## src/rtl/sys_cfg_pkg.sv

```systemverilog
package sys_cfg_pkg;

    localparam int DATA_W = 8;

    // value of the options register straight out of reset
    localparam logic [DATA_W-1:0] OPT_RESET     = 8'hC2;
    // bits 3 and 2 do not exist
    localparam logic [DATA_W-1:0] OPT_IMPL_MASK = 8'hF3;
    // force-reset trigger bit position
    localparam int FRC_TRIG_BIT = 0;

    typedef enum logic {
        LK_OPEN,
        LK_SEALED
    } lock_state_e;

    typedef enum logic {
        FR_IDLE,
        FR_FIRE
    } frc_state_e;

    typedef struct packed {
        logic       wdog_en;
        logic       wdog_long;
        logic       stop_en;
        logic       spare;
        logic [1:0] rsvd;
        logic       dbgpin_en;
        logic       rstpin_en;
    } opt_bits_t;

endpackage

```

## src/rtl/sys_cfg_decode.sv

```systemverilog
module sys_cfg_decode #(
    parameter int                  ADDR_W   = 8,
    parameter logic [ADDR_W-1:0]   OPT_ADDR = 'h01,
    parameter logic [ADDR_W-1:0]   FRC_ADDR = 'h00
) (
    input  logic [ADDR_W-1:0] addr,
    input  logic              wr,
    input  logic              dbg,
    output logic              hit_opt,
    output logic              hit_frc,
    output logic              wr_opt,
    output logic              wr_frc_dbg
);
    always_comb begin
        hit_opt    = (addr == OPT_ADDR);
        hit_frc    = (addr == FRC_ADDR);
        // the options write is honoured from either source
        wr_opt     = wr && hit_opt;
        // the force register listens to the debug path only
        wr_frc_dbg = wr && dbg && hit_frc;
    end
endmodule

```

## src/rtl/sys_cfg_opt_lock.sv

```systemverilog
module sys_cfg_opt_lock
    import sys_cfg_pkg::*;
(
    input  logic              clk,
    input  logic              rst_n,
    input  logic              wr_opt,
    input  logic [DATA_W-1:0] wdata,
    output opt_bits_t         opt_q
);
    lock_state_e state_q, state_nx;
    opt_bits_t   val_q, val_nx;

    // next state
    always_comb begin
        state_nx = state_q;
        unique case (state_q)
            LK_OPEN:   if (wr_opt) state_nx = LK_SEALED;  // seal
            LK_SEALED: state_nx = LK_SEALED;              // hold
            default:   state_nx = LK_SEALED;
        endcase
    end

    // data captured only on the sealing write
    always_comb begin
        val_nx = val_q;
        unique case (state_q)
            LK_OPEN:   if (wr_opt) val_nx = opt_bits_t'(wdata & OPT_IMPL_MASK);
            LK_SEALED: val_nx = val_q;
            default:   val_nx = val_q;
        endcase
    end

    always_ff @(posedge clk or negedge rst_n) begin
        if (!rst_n) state_q <= LK_OPEN;
        else        state_q <= state_nx;
    end

    always_ff @(posedge clk or negedge rst_n) begin
        if (!rst_n) val_q <= opt_bits_t'(OPT_RESET);
        else        val_q <= val_nx;
    end

    assign opt_q = val_q;
endmodule

```

## src/rtl/sys_cfg_frc.sv

```systemverilog
module sys_cfg_frc
    import sys_cfg_pkg::*;
(
    input  logic              clk,
    input  logic              rst_n,
    input  logic              wr_frc_dbg,
    input  logic [DATA_W-1:0] wdata,
    output logic              rst_req
);
    frc_state_e state_q, state_nx;

    always_comb begin
        state_nx = state_q;
        unique case (state_q)
            FR_IDLE: if (wr_frc_dbg && wdata[FRC_TRIG_BIT]) state_nx = FR_FIRE;  // arm
            FR_FIRE: state_nx = FR_IDLE;                                          // retire
            default: state_nx = FR_IDLE;
        endcase
    end

    always_ff @(posedge clk or negedge rst_n) begin
        if (!rst_n) state_q <= FR_IDLE;
        else        state_q <= state_nx;
    end

    // outputs
    always_comb begin
        unique case (state_q)
            FR_FIRE: rst_req = 1'b1;
            default: rst_req = 1'b0;
        endcase
    end
endmodule

```

## src/rtl/sys_cfg_rdmux.sv

```systemverilog
module sys_cfg_rdmux
    import sys_cfg_pkg::*;
(
    input  logic              hit_opt,
    input  opt_bits_t         opt_q,
    output logic [DATA_W-1:0] rdata
);
    // force register and unmapped space both read as zero
    always_comb begin
        rdata = '0;
        if (hit_opt) rdata = opt_q & OPT_IMPL_MASK;
    end
endmodule

```

## src/rtl/sys_cfg_regs.sv

```systemverilog
module sys_cfg_regs
    import sys_cfg_pkg::*;
#(
    parameter int                ADDR_W   = 8,
    parameter logic [ADDR_W-1:0] OPT_ADDR = 'h01,
    parameter logic [ADDR_W-1:0] FRC_ADDR = 'h00
) (
    input  logic              clk,
    input  logic              rst_n,
    input  logic [ADDR_W-1:0] bus_addr,
    input  logic [7:0]        bus_wdata,
    input  logic              bus_wr,
    input  logic              bus_dbg,
    output logic [7:0]        bus_rdata,
    output logic              opt_wdog_en,
    output logic              opt_wdog_long,
    output logic              opt_stop_en,
    output logic              opt_spare,
    output logic              opt_dbgpin_en,
    output logic              opt_rstpin_en,
    output logic              sys_rst_req
);
    logic      hit_opt, hit_frc, wr_opt, wr_frc_dbg;
    opt_bits_t opt_q;

    sys_cfg_decode #(
        .ADDR_W  (ADDR_W),
        .OPT_ADDR(OPT_ADDR),
        .FRC_ADDR(FRC_ADDR)
    ) u_decode (
        .addr      (bus_addr),
        .wr        (bus_wr),
        .dbg       (bus_dbg),
        .hit_opt   (hit_opt),
        .hit_frc   (hit_frc),
        .wr_opt    (wr_opt),
        .wr_frc_dbg(wr_frc_dbg)
    );

    sys_cfg_opt_lock u_lock (
        .clk   (clk),
        .rst_n (rst_n),
        .wr_opt(wr_opt),
        .wdata (bus_wdata),
        .opt_q (opt_q)
    );

    sys_cfg_frc u_frc (
        .clk       (clk),
        .rst_n     (rst_n),
        .wr_frc_dbg(wr_frc_dbg),
        .wdata     (bus_wdata),
        .rst_req   (sys_rst_req)
    );

    sys_cfg_rdmux u_rdmux (
        .hit_opt(hit_opt),
        .opt_q  (opt_q),
        .rdata  (bus_rdata)
    );

    // hit_frc only selects zero read data; kept for decode symmetry
    logic unused_hit_frc;
    assign unused_hit_frc = hit_frc;

    assign opt_wdog_en   = opt_q.wdog_en;
    assign opt_wdog_long = opt_q.wdog_long;
    assign opt_stop_en   = opt_q.stop_en;
    assign opt_spare     = opt_q.spare;
    assign opt_dbgpin_en = opt_q.dbgpin_en;
    assign opt_rstpin_en = opt_q.rstpin_en;
endmodule

```

## config.mk

```make
export PLATFORM = sky130hd
export DESIGN_NAME = sys_cfg_regs
export DESIGN_NICKNAME = d
export VERILOG_FILES = /design/src/rtl/sys_cfg_pkg.sv /design/src/rtl/sys_cfg_decode.sv /design/src/rtl/sys_cfg_opt_lock.sv /design/src/rtl/sys_cfg_frc.sv /design/src/rtl/sys_cfg_rdmux.sv /design/src/rtl/sys_cfg_regs.sv
export SDC_FILE = /design/constraint.sdc
export NUM_CORES = 1
export LEC_CHECK = 0
export CORE_AREA = 4 4 41 43
export CTS_BUF_LIST = sky130_fd_sc_hd__clkbuf_8 sky130_fd_sc_hd__clkbuf_16
export CTS_CLUSTER_SIZE = 20
export DETAILED_ROUTE_END_ITERATION = 16
export DIE_AREA = 0 0 45 47
export DONT_BUFFER_PORTS = 1
export SYNTH_ARGS = -nofsm -noshare
export SYNTH_HDL_FRONTEND = slang
export SYNTH_SLANG_ARGS = --single-unit
```

## constraint.sdc

```tcl
create_clock -name clk -period 1.2 [get_ports clk]
set_clock_uncertainty 0.2 [all_clocks]
set_input_delay 0.24 -clock clk [delete_from_list [all_inputs] [get_ports clk]]
set_output_delay 0.24 -clock clk [all_outputs]
set_load 0.01 [all_outputs]
```

---- Word-level counts from Yosys, hierarchy flattened ----
Index checks and enable logic that the tools add are counted.
storage, ports and cells
  register bits ........................... 8
  memories kept ........................... 0
  bits in latches ......................... 0
  bits of input ports ..................... 20
  output and inout port bits .............. 15
  logic and storage cells ................. 26
  memory bits (writable) .................. 0
  memory bits (read-only) ................. 0
cells by class
  divide/modulo/power cells ............... 0
  $lt $le $gt $ge ......................... 0
  reductions and logical operators ........ 6
  $mul .................................... 0
  muxes and demuxes ....................... 8
  bitwise gates (word level) .............. 2
  shifts and indexed selects .............. 0
  equality and inequality tests ........... 2
  add/subtract/negate cells ............... 0
operator list
  cell                number
  $mux 8              3
  $eq 8x1->1 const B  1
  $logic_not 8->1     1
  $logic_and 1x1->1   4
  $pmux 1 s2          2
  $mux 1              3
  $ne 2x2->1 const B  1
  $not 1->1           2
  $reduce_and 2->1    1

---- Logic depth before layout (Yosys ltp) ----
Gate-level depths: netlist of the first run.
  word-level depth ........................ 5
  mapped depth ............................ 3
  depth with buffers taken out ............ 3

---- Hierarchy ----
From an unflattened synthesis of the first run, not the netlist that was laid out.
second synthesis, totals
  cell total of the unflattened synthesis .. 40
  area, all modules ....................... 474.2 um2
by module, submodules not included
  module            instances  sequential area each (um2)  cells each  area each (um2)
  sys_cfg_opt_lock  1          178.9                       19          319.1
  sys_cfg_decode    1          0.0                         10          65.1
  sys_cfg_rdmux     1          0.0                         9           56.3
  sys_cfg_frc       1          25.0                        2           33.8

---- Least setup slack after synthesis of the first run ----
OpenSTA, ideal clock, no wires.
  path type ............................... in2out
  start ................................... input bus_addr[5]
  end ..................................... output bus_rdata[0]
  path slack .............................. -0.250 ns
  stages on the path ...................... 3
  path buffers ............................ 0
  required time ........................... 0.760 ns
  arrival ................................. 1.010 ns
  cell sequence ........................... nor4_4 and3_2 and2_1
between the ends
  word-level cells in the longest chain between the ends .. 2
RTL lines
  what         RTL line              source
  from (decl)  sys_cfg_regs.sv:10    input logic [ADDR_W-1:0] bus_addr,
  $eq 8x1->1   sys_cfg_decode.sv:15  hit_opt = (addr == OPT_ADDR);
  $mux 8       sys_cfg_rdmux.sv:11   if (hit_opt) rdata = opt_q & OPT_IMPL_MASK;
  to (decl)    sys_cfg_regs.sv:14    output logic [7:0] bus_rdata,
No other way between the ends.

---- Worst setup path after layout of the first run ----
  start ................................... input bus_addr[5]
  end ..................................... output bus_rdata[7]
Same word-level chain as after synthesis.

==> results of run 1 <==
## power by group
group | switching, W | leakage (nW) | internal (W)
clock network | 0.000105 | 0.0269 | 0.000221
logic | 0.0000291 | 0.176 | 0.0000507
registers | 0.0000134 | 0.0999 | 0.000287
total | 0.000147 | 0.303 | 0.000559
## critical path, stage by stage
cell and delay (ns):
nor4_4 0.28, and3_4 0.27, and2_4 0.17
## area by class of cell
type / instances / area, um^2
Timing Repair Buffer: 16 / 156
Clock buffer: 3 / 41.3
Fill cell: 114 / 647
Clock inverter: 1 / 3.75
Sequential cell: 8 / 204
Multi-Input combinational cell: 23 / 230
Tap cell: 15 / 18.8
## timing repair
item,CTS,global route
setup endpoints to repair,15,15
endpoints found under the hold margin,16,0
gates resized for setup,10,1
buffers inserted,1,1
hold buffers,10,0
pin swaps,6,2
## cell families after synthesis
logic type	count (synthesis)	synth area share, %
other	1	0.895
buffers and inverters	2	3.58
flip-flops	8	48.7
multiplexers	6	16.1
AND/OR/NAND/NOR	14	29.0
AO/OA/AOI/OAI	1	1.79
## layer usage
| layer | vias to the layer above | share of wire (%) |
|---|---|---|
| met1 | 145 | 32 |
| met2 | 17 | 59 |
| met5 | - | 0 |
| met4 | 0 | 0.39 |
| met3 | 2 | 8.8 |
| li1 | 144 | - |
## metrics by stage
step / cells / util (%) / hold slack, ns
floorplan: 33 / - / -0.256
global placement: 50 / 35.4 / -0.255
detailed placement: 50 / 35.4 / -0.255
CTS: 65 / 49.3 / 0.0960
global route: 66 / 50.3 / 0.118
finish: 66 / 50.3 / 0.109
## flip-flops by register name, summed over array words and instances, names as in the netlist
signal,cells
u_lock.state_q,1
u_lock.opt_q,6
u_frc.state_q,1
## synth_stat cells
cell type  number  area, um^2
nor2b_1         1        6.26
nand4b_1        1        8.76
buf_4           2        15.0
nor3_1          1        5.00
and3_2          1        7.51
mux2_2          6        67.6
nor4_4          1        21.3
conb_1          1        3.75
and2_1          6        37.5
nand2_1         1        3.75
dfrtp_1         5         125
nor3_2          1        10.0
a21o_1          1        7.51
nand4_4         1        21.3
dfstp_2         3        78.8
## path summary, 6_finish.rpt
kind	startpoint	endpoint	slack (ns)	cells after the start
max reg2reg	u_lock.state_q	u_lock.opt_q[5]	-0.11	3
max	bus_addr[5]	bus_rdata[7]	-0.20	3
min in group asynchronous	rst_n	u_lock.state_q	0.16	1
min	bus_addr[0]	u_lock.opt_q[0]	0.11	2
max in group asynchronous	rst_n	u_lock.opt_q[6]	0.33	1
min reg2reg	u_frc.state_q	u_frc.state_q	0.31	1
==> out/qor.yml, run 1 <==
run_status:
  status: "complete, but fails checks"
  failed_checks: "setup timing"
cts:
  htree_levels: 1
  cts-buffers-inserted: 3
  clk_latency_ns: 0.23
  cts.clk_slew.worst_paths_ns: 0.04
  clock_sinks: 8
  tritoncts: "built"
  ctsRootBufferMaster: "clkbuf_8"
  clk_path_buf_depth: 2
synth:
  yosysSeqAreaShare_pct: 48.7
  yosys_warnings: 0
  synthCells: 32
  synth.distinct_cells: 15
  syn_area_per_cell_um2: 13.1
  netlist_area_um2: 419
  synth-seq-cells: 8
floorplanning:
  die-area_um2: 2120
  die_x_um: 45
  num_rows: 13
  die_h_um: 47
  start_util_pct: 32.2
  core_um2: 1300
  io_pins: 35
finish:
  syn_to_final_growth_pct: 56.1
  finalInstanceArea_um2: 654
  final_common_cell: "dlygate4sd3_1"
  nNetsFinal: 72
  layout-drive-gt1-share_pct: 56.9
  n_antenna_cell: 0
  mostFrequentLayoutCells: "dlygate4sd3_1 (10), and2_4 (6), mux2_2 (6)"
setup_path:
  cp-start-kind: "input port"
  cp_max_fo: 7
  criticalPathCategory: "input port to output port"
  worstPathArrival_ns: 0.96
  critPathCaptureType: "output port"
  required_ns: 0.76
job:
  max_cap_viol_count: 0
timing:
  slew_violations: 0
  setup_slack_ns: -0.199
  hold_viol: 0
  rsz0062_at_grt: "true"
  tns_ns: -2.11
  setup_viol: 15
  min_period_ns: 1.40
  period_share_pct: 117
  max_freq_mhz: 715
global_route:
  grtUsageMet3_pct: 3.07
  met1_usage_pct: 9.84
  grt_max_degree: 9
  top_usage_layer: "met2"
  grt_use_met2_pct: 21.2
  grt_overflow: 0
  grt_pass1_wl_mm: 1.57
  grt_pass1_vias: 352
  antenna_found_initial: 0
  grtUsageTotal_pct: 10.9
placed_design:
  routabilityCongestion: 0.576
  numPortBuffers: 0
  preCtsSetupSlack_ns: -0.334
  dp_hpwl_um: 767
  placed_area_um2: 460
drt:
  wl_per_cell_um: 15.6
  drt_iter0_markers: 0
  ant_nets: 0
  first_pass_iters: 1
  drt_wl_total_mm: 1.03
  vias: 308
  drc_errors: 0
  avgViaCountPerCell: 4.67
pwr:
  powerDensity_nw_per_um2: 1080
  p_leak_nw: 0.303
  irDropWorstVdd_uv: 584
  power_w: 0.000707
worst_hold_path:
  min_path_type: "input port to flop"
(Power assumes the default switching activity.)
==> run 2: changes to the inputs <==
--- a/config.mk
+++ b/config.mk
@@ -12,4 +12,5 @@
 export DIE_AREA = 0 0 45 47
 export DONT_BUFFER_PORTS = 1
+export PLACE_DENSITY_LB_ADDON = 0.25
 export SYNTH_ARGS = -nofsm -noshare
 export SYNTH_HDL_FRONTEND = slang
==> constraint.sdc (replaced) <==
create_clock -name clk -period 1.2 [get_ports clk]
set_clock_uncertainty 0.2 [all_clocks]
set_input_delay 0.24 -clock clk [delete_from_list [all_inputs] [get_ports clk]]
set_output_delay 0.24 -clock clk [all_outputs]
set_load 0.02 [all_outputs]
==> run 2 against run 1 <==
The flow finishes with violations (hold timing, setup timing). Non-clock buffer count rose by 2. Total power rose by 2.1%. Global-route usage fell by 0.41 points. Final cell count is 3.0% higher. Sequential power is 1% lower. Largest power group unchanged. Highest routed layer unchanged.
==> out/qor.yml, run 2 (synthesis results as in run 1) <==
finish:
  largest_reg_flops: 6  # unchanged
  layout-drive-gt1-share_pct: 58.5  # +1.6 points
  final_common_cell: "dlygate4sd3_1"
  nFillCells: 131  # +15%
  n_antenna_cell: 0  # unchanged
  syn_to_final_growth_pct: 61.2
  post-route-util_pct: 51.9  # +1.6 points
  nNetsFinal: 74  # +2.8%
  mostFrequentLayoutCells: "dlygate4sd3_1 (10), and2_4 (6), mux2_2 (6), buf_6 (6), dfrtp_1 (5)"
pwr:
  clock_power_share_pct: 45.0  # -1.2 points
  powerDensity_nw_per_um2: 1070  # -1.1%
  switchingPower_w: 0.000156  # +6.1%
  p_int_w: 0.000565  # +1.1%
  power_w: 0.000722  # +2.1%
  irDropWorstVdd_uv: 582  # -0.41%
  seqPwrFrac_pct: 41.2  # -1.3 points
  p_sw_share_pct: 21.7  # +0.82 points
  p_comb_share_pct: 13.8  # +2.5 points
  p_leak_nw: 0.315  # +3.9%
global_route:
  antenna_found_initial: 0  # unchanged
  grt_pass1_wl_mm: 1.58  # +0.45%
  grt_overflow: 0  # unchanged
  grt_max_degree: 9  # unchanged
  grtUsageTotal_pct: 10.5  # -0.41 points
  grt_pass1_vias: 345  # -2.0%
drt:
  ant_nets: 0  # unchanged
  first_pass_iters: 1  # unchanged
  avgViaCountPerCell: 4.84  # +3.7%
  drc_errors: 0  # unchanged
  drt_iter0_markers: 0  # unchanged
  wl_per_cell_um: 15.2  # -2.2%
  vias: 329  # +6.8%
  drt_wl_total_mm: 1.04  # +0.78%
cts:
  htree_levels: 1  # unchanged
  clk_path_buf_depth: 2  # unchanged
  clock_sinks: 8  # unchanged
  postCtsHoldBufs: 10  # unchanged
  clk_latency_ns: 0.23  # about the same
  tritoncts: "built"
  cts-buffers-inserted: 3  # unchanged
  cts.clk_slew.worst_paths_ns: 0.04  # about the same
  ctsRootBufferMaster: "clkbuf_8"
placed_design:
  routabilityCongestion: 0.585  # +1.5%
  numPortBuffers: 0  # unchanged
  preCtsSetupSlack_ns: -0.330  # +0.00401 ns
setup_path:
  worstPathArrival_ns: 1.02  # +0.06 ns
  critPathMaxStageDelay_ns: 0.30  # +0.02 ns
  cp-start-kind: "input port"
  rr_startpoint: "u_lock.state_q"
  criticalPathCategory: "input port to output port"
  crit_start: "bus_addr[5]"
  crit_chain: "nor4_4, and3_4, and2_4"
  crit_family: "simple AND/OR/NAND/NOR gates"
  path_buf_inv: 0  # unchanged
  crit_slowest_cell: "nor4_4"
  critPathCaptureType: "output port"
  cp_max_fo: 7  # unchanged
  required_ns: 0.76  # about the same
timing:
  setup_slack_ns: -0.259  # -0.0604 ns
  slew_violations: 0  # unchanged
  setup_viol: 17  # +2
  hold_viol: 1  # +1
  rsz0062_at_grt: "true"
  hold_ws_ns: -0.0322  # -0.142 ns
  min_period_ns: 1.46  # +0.0604 ns
  period_share_pct: 122  # +5.0 points
  max_freq_mhz: 685  # -4.1%
floorplanning:
  die_h_um: 47  # unchanged
  core_um2: 1300  # unchanged
  start_util_pct: 32.2  # unchanged
  num_rows: 13  # unchanged
  die_x_um: 45  # unchanged
  io_pins: 35  # unchanged
  die-area_um2: 2120  # unchanged
run_status:
  failed_checks: "hold timing, setup timing"
  status: "complete, but fails checks"
job:
  max_cap_viol_count: 0  # unchanged
worst_hold_path:
  min_path_type: "input port to flop"
  hold_path_startpoint: "bus_addr[6]"
## run 2: cell types whose count changed in the layout (fill, tap and decap cells not counted), sizes merged
cell	delta
buf	+2
## run 2: power groups by stage
stage                     Sequential (W)  Clock, W  Combinational (W)
after floorplan                 0.000311         0          0.0000315
after global placement          0.000298         0          0.0000589
after detailed placement        0.000299         0          0.0000604
after CTS                       0.000298  0.000330          0.0000991
after global routing            0.000299  0.000349           0.000107
final                           0.000297  0.000325          0.0000997
## run 2: tightest hold or removal path, delay by kind of cell
family           cells  cell delay, ns
AND/OR/NAND/NOR      3            0.12
## run 2: per-stage QoR
step | area, um^2 | instances | setup TNS [ns]
6_report | 676 | 68 | -2.36
5_1_grt | 676 | 68 | -3.10
4_1_cts | 668 | 67 | -3.07
3_5_place_dp | 498 | 53 | -3.32
3_3_place_gp | 498 | 53 | -3.03
2_1_floorplan | 442 | 33 | -2.45
## run 2: final timing paths
path	endpoint	slack [ns]	depth (start not counted)
min in group asynchronous	u_frc.state_q	0.16	1
hold reg to reg	u_lock.state_q	0.29	1
hold / removal	u_frc.state_q	-0.03	3
setup / recovery	bus_rdata[4]	-0.26	3
setup reg to reg	u_lock.opt_q[4]	-0.10	3
max in group asynchronous	u_lock.opt_q[1]	0.33	1
## run 2: timing repair
action / CTS / global route
gates resized for setup: 7 / 0
endpoints found under the setup margin: 18 / 18
buffers inserted: 0 / 1
cloned: 0 / 0
hold endpoints to repair: 16 / 1
pin swaps: 7 / 3
## run 2: per-layer routing
metal	wire length, um	share of wire, %	GRT usage (%)	up-vias
met1	322	31	10.3	159
met5	0	0	0	-
met4	4	0.39	7.02	0
li1	-	-	-	151
met3	111	11	3.83	2
met2	598	58	18.6	17
## run 2: cell type report
type	instances	area, um^2	share of cell area, %
Multi-Input combinational cell	23	225	33.3
Clock inverter	1	3.75	0.556
Clock buffer	3	41.3	6.11
Sequential cell	8	204	30.2
Tap cell	15	18.8	2.78
Timing Repair Buffer	18	183	27.0
